File: config.mk
export PLATFORM = sky130hd
export DESIGN_NAME = bdu_branch_unit
export DESIGN_NICKNAME = d
export VERILOG_FILES = /design/src/rtl/bdu_pkg.sv /design/src/rtl/bdu_cond.sv /design/src/rtl/bdu_target.sv /design/src/rtl/bdu_decode.sv /design/src/rtl/bdu_branch_unit.sv
export SDC_FILE = /design/constraint.sdc
export NUM_CORES = 1
export LEC_CHECK = 0
export ABC_CLOCK_PERIOD_IN_PS = 800
export BUFFER_PORTS_ARGS = -buffer_cell sky130_fd_sc_hd__buf_2
export CAP_MARGIN = 10
export CORE_UTILIZATION = 45
export CTS_CLUSTER_DIAMETER = 40
export DETAILED_ROUTE_END_ITERATION = 8
export GPL_TIMING_DRIVEN = 0
export HOLD_SLACK_MARGIN = 0.06
export PLACE_DENSITY = 0.79
export SKIP_CTS_REPAIR_TIMING = 1
export SYNTH_ARGS = -nofsm -noshare
export SYNTH_HDL_FRONTEND = slang
export SYNTH_SLANG_ARGS = --single-unit
File: constraint.sdc
create_clock -name clk_i -period 0.8 [get_ports clk_i]
set_clock_uncertainty 0.15 [all_clocks]
set_input_delay 0.12 -clock clk_i [delete_from_list [all_inputs] [get_ports clk_i]]
set_output_delay 0.12 -clock clk_i [all_outputs]
set_load 0.005 [all_outputs]
File: src/rtl/bdu_pkg.sv
package bdu_pkg;

    localparam int OPC_W  = 6;
    localparam int COND_W = 3;

    localparam logic [OPC_W-1:0] OPC_UNC_REG = 6'b100110;
    localparam logic [OPC_W-1:0] OPC_UNC_IMM = 6'b101110;
    localparam logic [OPC_W-1:0] OPC_CND_REG = 6'b100111;
    localparam logic [OPC_W-1:0] OPC_CND_IMM = 6'b101111;

    typedef enum logic [1:0] {
        BK_NONE   = 2'd0,
        BK_UNCOND = 2'd1,
        BK_COND   = 2'd2
    } br_kind_e;

    typedef enum logic [COND_W-1:0] {
        CC_EQ  = 3'b000,
        CC_NE  = 3'b001,
        CC_LT  = 3'b010,
        CC_LE  = 3'b011,
        CC_GT  = 3'b100,
        CC_GE  = 3'b101,
        CC_RS6 = 3'b110,
        CC_RS7 = 3'b111
    } cond_e;

    typedef struct packed {
        br_kind_e kind;
        logic     use_imm;
        logic     dly;
        logic     absol;
        logic     link;
        cond_e    cond;
    } br_dec_t;

endpackage

File: src/rtl/bdu_cond.sv
module bdu_cond
    import bdu_pkg::*;
#(
    parameter int XLEN = 32
) (
    input  logic [XLEN-1:0] ra_i,
    input  cond_e           cond_i,
    output logic            hit_o,
    output logic            legal_o
);

    logic is_zero;
    logic is_neg;

    assign is_zero = (ra_i == '0);
    assign is_neg  = ra_i[XLEN-1];

    always_comb begin
        hit_o   = 1'b0;
        legal_o = 1'b1;
        unique case (cond_i)
            CC_EQ:   hit_o = is_zero;
            CC_NE:   hit_o = !is_zero;
            CC_LT:   hit_o = is_neg;
            CC_LE:   hit_o = is_neg || is_zero;
            CC_GT:   hit_o = !is_neg && !is_zero;
            CC_GE:   hit_o = !is_neg;
            default: legal_o = 1'b0;
        endcase
    end

endmodule

File: src/rtl/bdu_target.sv
module bdu_target #(
    parameter int XLEN = 32
) (
    input  logic [XLEN-1:0] pc_i,
    input  logic [XLEN-1:0] rb_i,
    input  logic [XLEN-1:0] imm_i,
    input  logic            use_imm_i,
    input  logic            absol_i,
    output logic [XLEN-1:0] target_o
);

    logic [XLEN-1:0] base;
    logic [XLEN-1:0] offs;

    assign base     = absol_i ? '0 : pc_i;
    assign offs     = use_imm_i ? imm_i : rb_i;
    assign target_o = base + offs;

endmodule

File: src/rtl/bdu_decode.sv
module bdu_decode
    import bdu_pkg::*;
#(
    parameter int XLEN = 32
) (
    input  logic [XLEN-1:0] instr_i,
    output br_dec_t         dec_o
);

    // Field positions counted from the MSB (bit 0 is the MSB of the word).
    localparam int MSB     = XLEN - 1;
    localparam int P_C_DLY = MSB - 6;
    localparam int P_C_CHI = MSB - 8;
    localparam int P_U_DLY = MSB - 11;
    localparam int P_U_ABS = MSB - 12;
    localparam int P_U_LNK = MSB - 13;

    logic [OPC_W-1:0] opc;
    logic             unused_low;

    assign opc        = instr_i[MSB -: OPC_W];
    assign unused_low = ^{instr_i[P_C_DLY-1], instr_i[P_U_LNK-1:0]};

    always_comb begin
        dec_o         = '0;
        dec_o.kind    = BK_NONE;
        dec_o.cond    = CC_EQ;
        unique case (opc)
            OPC_UNC_REG, OPC_UNC_IMM: begin
                dec_o.kind    = BK_UNCOND;
                dec_o.use_imm = (opc == OPC_UNC_IMM);
                dec_o.dly     = instr_i[P_U_DLY];
                dec_o.absol   = instr_i[P_U_ABS];
                dec_o.link    = instr_i[P_U_LNK];
            end
            OPC_CND_REG, OPC_CND_IMM: begin
                dec_o.kind    = BK_COND;
                dec_o.use_imm = (opc == OPC_CND_IMM);
                dec_o.dly     = instr_i[P_C_DLY];
                dec_o.cond    = cond_e'(instr_i[P_C_CHI -: COND_W]);
            end
            default: ;
        endcase
    end

endmodule

File: src/rtl/bdu_branch_unit.sv
module bdu_branch_unit
    import bdu_pkg::*;
#(
    parameter int XLEN = 32
) (
    input  logic            clk_i,
    input  logic            rst_ni,
    input  logic            valid_i,
    input  logic [XLEN-1:0] instr_i,
    input  logic [XLEN-1:0] pc_i,
    input  logic [XLEN-1:0] ra_i,
    input  logic [XLEN-1:0] rb_i,
    input  logic [XLEN-1:0] imm_i,
    output logic            res_valid_o,
    output logic            taken_o,
    output logic [XLEN-1:0] target_o,
    output logic            link_en_o,
    output logic [XLEN-1:0] link_val_o,
    output logic            delay_slot_o,
    output logic            bip_set_o,
    output logic            illegal_o
);

    typedef struct packed {
        logic            vld;
        logic            taken;
        logic [XLEN-1:0] tgt;
        logic            lnk;
        logic [XLEN-1:0] lval;
        logic            dly;
        logic            bip;
        logic            ill;
    } res_t;

    br_dec_t         dec;
    logic            cond_hit;
    logic            cond_legal;
    logic [XLEN-1:0] tgt_w;
    res_t            res_d;
    res_t            res_q;

    bdu_decode #(.XLEN(XLEN)) i_decode (
        .instr_i (instr_i),
        .dec_o   (dec)
    );

    bdu_cond #(.XLEN(XLEN)) i_cond (
        .ra_i    (ra_i),
        .cond_i  (dec.cond),
        .hit_o   (cond_hit),
        .legal_o (cond_legal)
    );

    bdu_target #(.XLEN(XLEN)) i_target (
        .pc_i      (pc_i),
        .rb_i      (rb_i),
        .imm_i     (imm_i),
        .use_imm_i (dec.use_imm),
        .absol_i   (dec.absol && (dec.kind == BK_UNCOND)),
        .target_o  (tgt_w)
    );

    always_comb begin
        res_d     = '0;
        res_d.vld = valid_i;
        if (valid_i) begin
            unique case (dec.kind)
                BK_UNCOND: begin
                    res_d.taken = 1'b1;
                    res_d.tgt   = tgt_w;
                    res_d.dly   = dec.dly;
                    res_d.lnk   = dec.link;
                    res_d.lval  = dec.link ? pc_i : '0;
                    res_d.bip   = dec.link &&
                                  ((dec.absol && !dec.dly) || dec.use_imm);
                end
                BK_COND: begin
                    if (!cond_legal) begin
                        res_d.ill = 1'b1;
                    end else if (cond_hit) begin
                        res_d.taken = 1'b1;
                        res_d.tgt   = tgt_w;
                        res_d.dly   = dec.dly;
                    end
                end
                default: ;
            endcase
        end
    end

    always_ff @(posedge clk_i or negedge rst_ni) begin
        if (!rst_ni) begin
            res_q <= '0;
        end else begin
            res_q <= res_d;
        end
    end

    assign res_valid_o  = res_q.vld;
    assign taken_o      = res_q.taken;
    assign target_o     = res_q.tgt;
    assign link_en_o    = res_q.lnk;
    assign link_val_o   = res_q.lval;
    assign delay_slot_o = res_q.dly;
    assign bip_set_o    = res_q.bip;
    assign illegal_o    = res_q.ill;

endmodule

==> run metrics <==
Post-synth EDFFs=0; Placement Rows=36; CP arrival=roughly 3.9 ns; # diodes=0; IO Pins=~230; H-Tree Level Count=3; unique cell type count in the Yosys netlist=between 60 and 70; sequential fraction of the synthesis area=0.384; PD cells=about 1300 nW/um^2; share of cells above drive strength 1=0.518; Synth Flop Type=dfrtp_1; min cycle time layout=approximately 3.8 ns; Final GP Congestion=0.929; DR iter-0 viols=approximately 130; Final period util=4.74; die height=103 um; CP max FO=6; Clock Sinks=70; Bufs on Longest Clock Path=2; hpwl dp=between 9000 and 10,000 um; Async SR Flop Fraction=1.00; Die X=roughly 100 um; Synth Area in Compound Gates=0.134; Critical Path RT=roughly 0.9 ns; gr ovfl total=0; # port buffers=between 200 and 250; status=finished, violations left; largest net degree at the start of global routing=slightly above 70; Pleak=3.63 nW; vias in the first global route=4,155; largest family of logic cells by synthesized area=simple AND/OR/NAND/NOR gates; Synthesized Nets=around 670; final setup vio count=between 100 and 150; First-pass DRT Iterations=4; final hold violations=between 90 and 100; vias per std cell=approximately 5.3; kind of critical path=input pin to register; setup TNS=-124.70 ns; Min Hold Slack=-0.252 ns; Routed Antenna Nets=0; worst slew pin tran=roughly 0.89 ns; Pins Over Slew Limit=0; Avg WL per Cell=approximately 17 um; CP Cell Sequence=buf_6, nand4b_1, buf_6, nor2_4, inv_4, ha_4, nor3b_4, buf_6, buf_8, mux2_2, ha_1, nand2_1, o21ai_0, nand3_1, a211o_1, a21oi_4, nor3_4, o31ai_2, mux2_4; first-pass GRT wire length=slightly below 20,000 um; Total Nets Final=~950; pre-CTS WS=-3.94 ns; GRT Resource Usage Total=0.241; failing checks=negative hold slack, negative setup slack; RSZ-0062 raised after global routing=true; YS warnings=0; Synth Register Bits=70; setup ws final=-2.99 ns; Filler Cells Inserted=753; slowest CP cell=ha_1; Vias=about 4,700; DRC=0; leading cell type in the layout, fill and taps excluded=buf_2; mux contribution to synthesized area=0.0830; full die area=approximately 11,000 um^2; Worst path max stage delay=between 0.3 and 0.4 ns; CP startpoint kind=input pin; TritonCTS clock tree=yes; Cell Area, Synth=approximately 4600 um^2; Simple-Gate Fraction of Synth Area=0.230; CP most frequent cell=buf_6; CTS buffer count=9; Clock transition at path regs=about 0.08 ns; clk root buf=clkbuf_8; XOR/XNOR Fraction of Synth Area=0.0460; placed cell count=around 820; P&R area growth vs syn=54.6%; max cap viols=0; routed wire length=~15,000 um; Post-Layout Cell Count=between 800 and 900; placed cell area=a little under 6000 um^2; initial antenna violation count=0; crit end category=register; commonest non-fill, non-tap cells in the layout=buf_2 (211), dfrtp_1 (70), and2_1 (62); area of the core=9820 um^2; HP Class=input pin to asynchronous set/reset pin; Mapped Cells=~470; Starting Density=0.465; Final Cell Area=about 7100 um^2; Avg Inst Size Synth=9.70 um^2; Slew headroom=0.403; adder-cell share of the synthesized area=0.0975; maximum clock rate=around 260 MHz; Worst VDD drop=about 0.00094 V
==> synthesized netlist by cell type (2+ instances only) <==
cell type  instances  area (um^2)
a211oi_1           6         45.0
a21o_1            10         75.1
a21oi_1           22          110
a21oi_2            2         17.5
and2_1            67          419
and4_1             2         17.5
buf_4              2         15.0
clkbuf_1          10         37.5
dfrtp_1           70         1750
ha_1              34          425
inv_1             13         48.8
mux2_2            31          349
mux2i_1            3         30.0
nand2_1           22         82.6
nand2b_1           5         31.3
nand3_1           12         60.1
nand4_1            5         31.3
nor2_1            39          146
nor2_2             2         12.5
nor2b_1            2         12.5
nor3_1             8         40.0
nor3b_1            3         22.5
nor4_1            10         62.6
o211ai_1           2         15.0
o21a_1             2         15.0
o21ai_0           17         85.1
o21ai_1            6         30.0
o21bai_1           5         37.5
o31ai_1            2         15.0
or3_1              3         18.8
xnor2_1           15          131
xor2_1             9         78.8
==> flip-flops by register name, indices dropped and copies added, names as in the netlist <==
name,flops
delay_slot_o,1
link_en_o,1
target_o,32
illegal_o,1
bip_set_o,1
link_val_o,32
taken_o,1
res_valid_o,1
==> metal layers <==
metal / wire length, um / GRT usage / part of all wire / up-vias
li1: - / - / - / 2227
met1: 5980 / 0.290 / 0.39 / 2220
met2: 7700 / 0.432 / 0.51 / 241
met3: 980 / 0.0454 / 0.065 / 40
met4: 510 / 0.0748 / 0.034 / 0
met5: 0 / 0 / 0 / -
==> cell type report <==
class                   count  area [um^2]  area share
repair buffers            267         1580       0.224
well taps                 133          166      0.0236
clock buffers              12          145      0.0206
plain buffers              14          131      0.0186
multi-input cells         374         3160       0.447
clock inverters             4         70.1     0.00993
flip-flops and latches     70         1750       0.248
inverters                  14         60.1     0.00851
==> stage by stage <==
step / total power, W / utilization
after CTS: 0.00887 / 0.626
after global placement: 0.00560 / 0.604
after floorplan: 0.00495 / -
after detailed placement: 0.00565 / 0.604
after global routing: 0.00981 / 0.719
final: 0.00942 / 0.719
==> power by group <==
group	leakage [nW]	internal, W	switching, W	total [W]
registers	0.976	0.00354	0.000000862	0.00354
logic	2.54	0.00132	0.00133	0.00265
clock network	0.110	0.00184	0.00140	0.00324
==> worst max-delay path: cells and delay by family <==
family          cells  cell delay, ns
fa+ha+maj           2            0.56
buf+inv             5            0.56
mux                 2            0.66
compound gates      4            1.13
simple gates        6            0.84
==> cell families after synthesis <==
| logic type | Yosys count |
|---|---|
| simple gates | 191 |
| compound gates | 89 |
| flops | 70 |
| fa+ha+maj | 35 |
| mux | 34 |
| buf+inv | 28 |
| xor+xnor | 24 |
==> worst paths after layout <==
path / end / cells after the start / start
max in group asynchronous: link_val_o[20] / 1 / rst_ni
min in group clk_i: link_val_o[30] / 2 / pc_i[30]
min: delay_slot_o / 1 / rst_ni
max: target_o[30] / 19 / instr_i[30]
(Power assumes the default switching activity.)
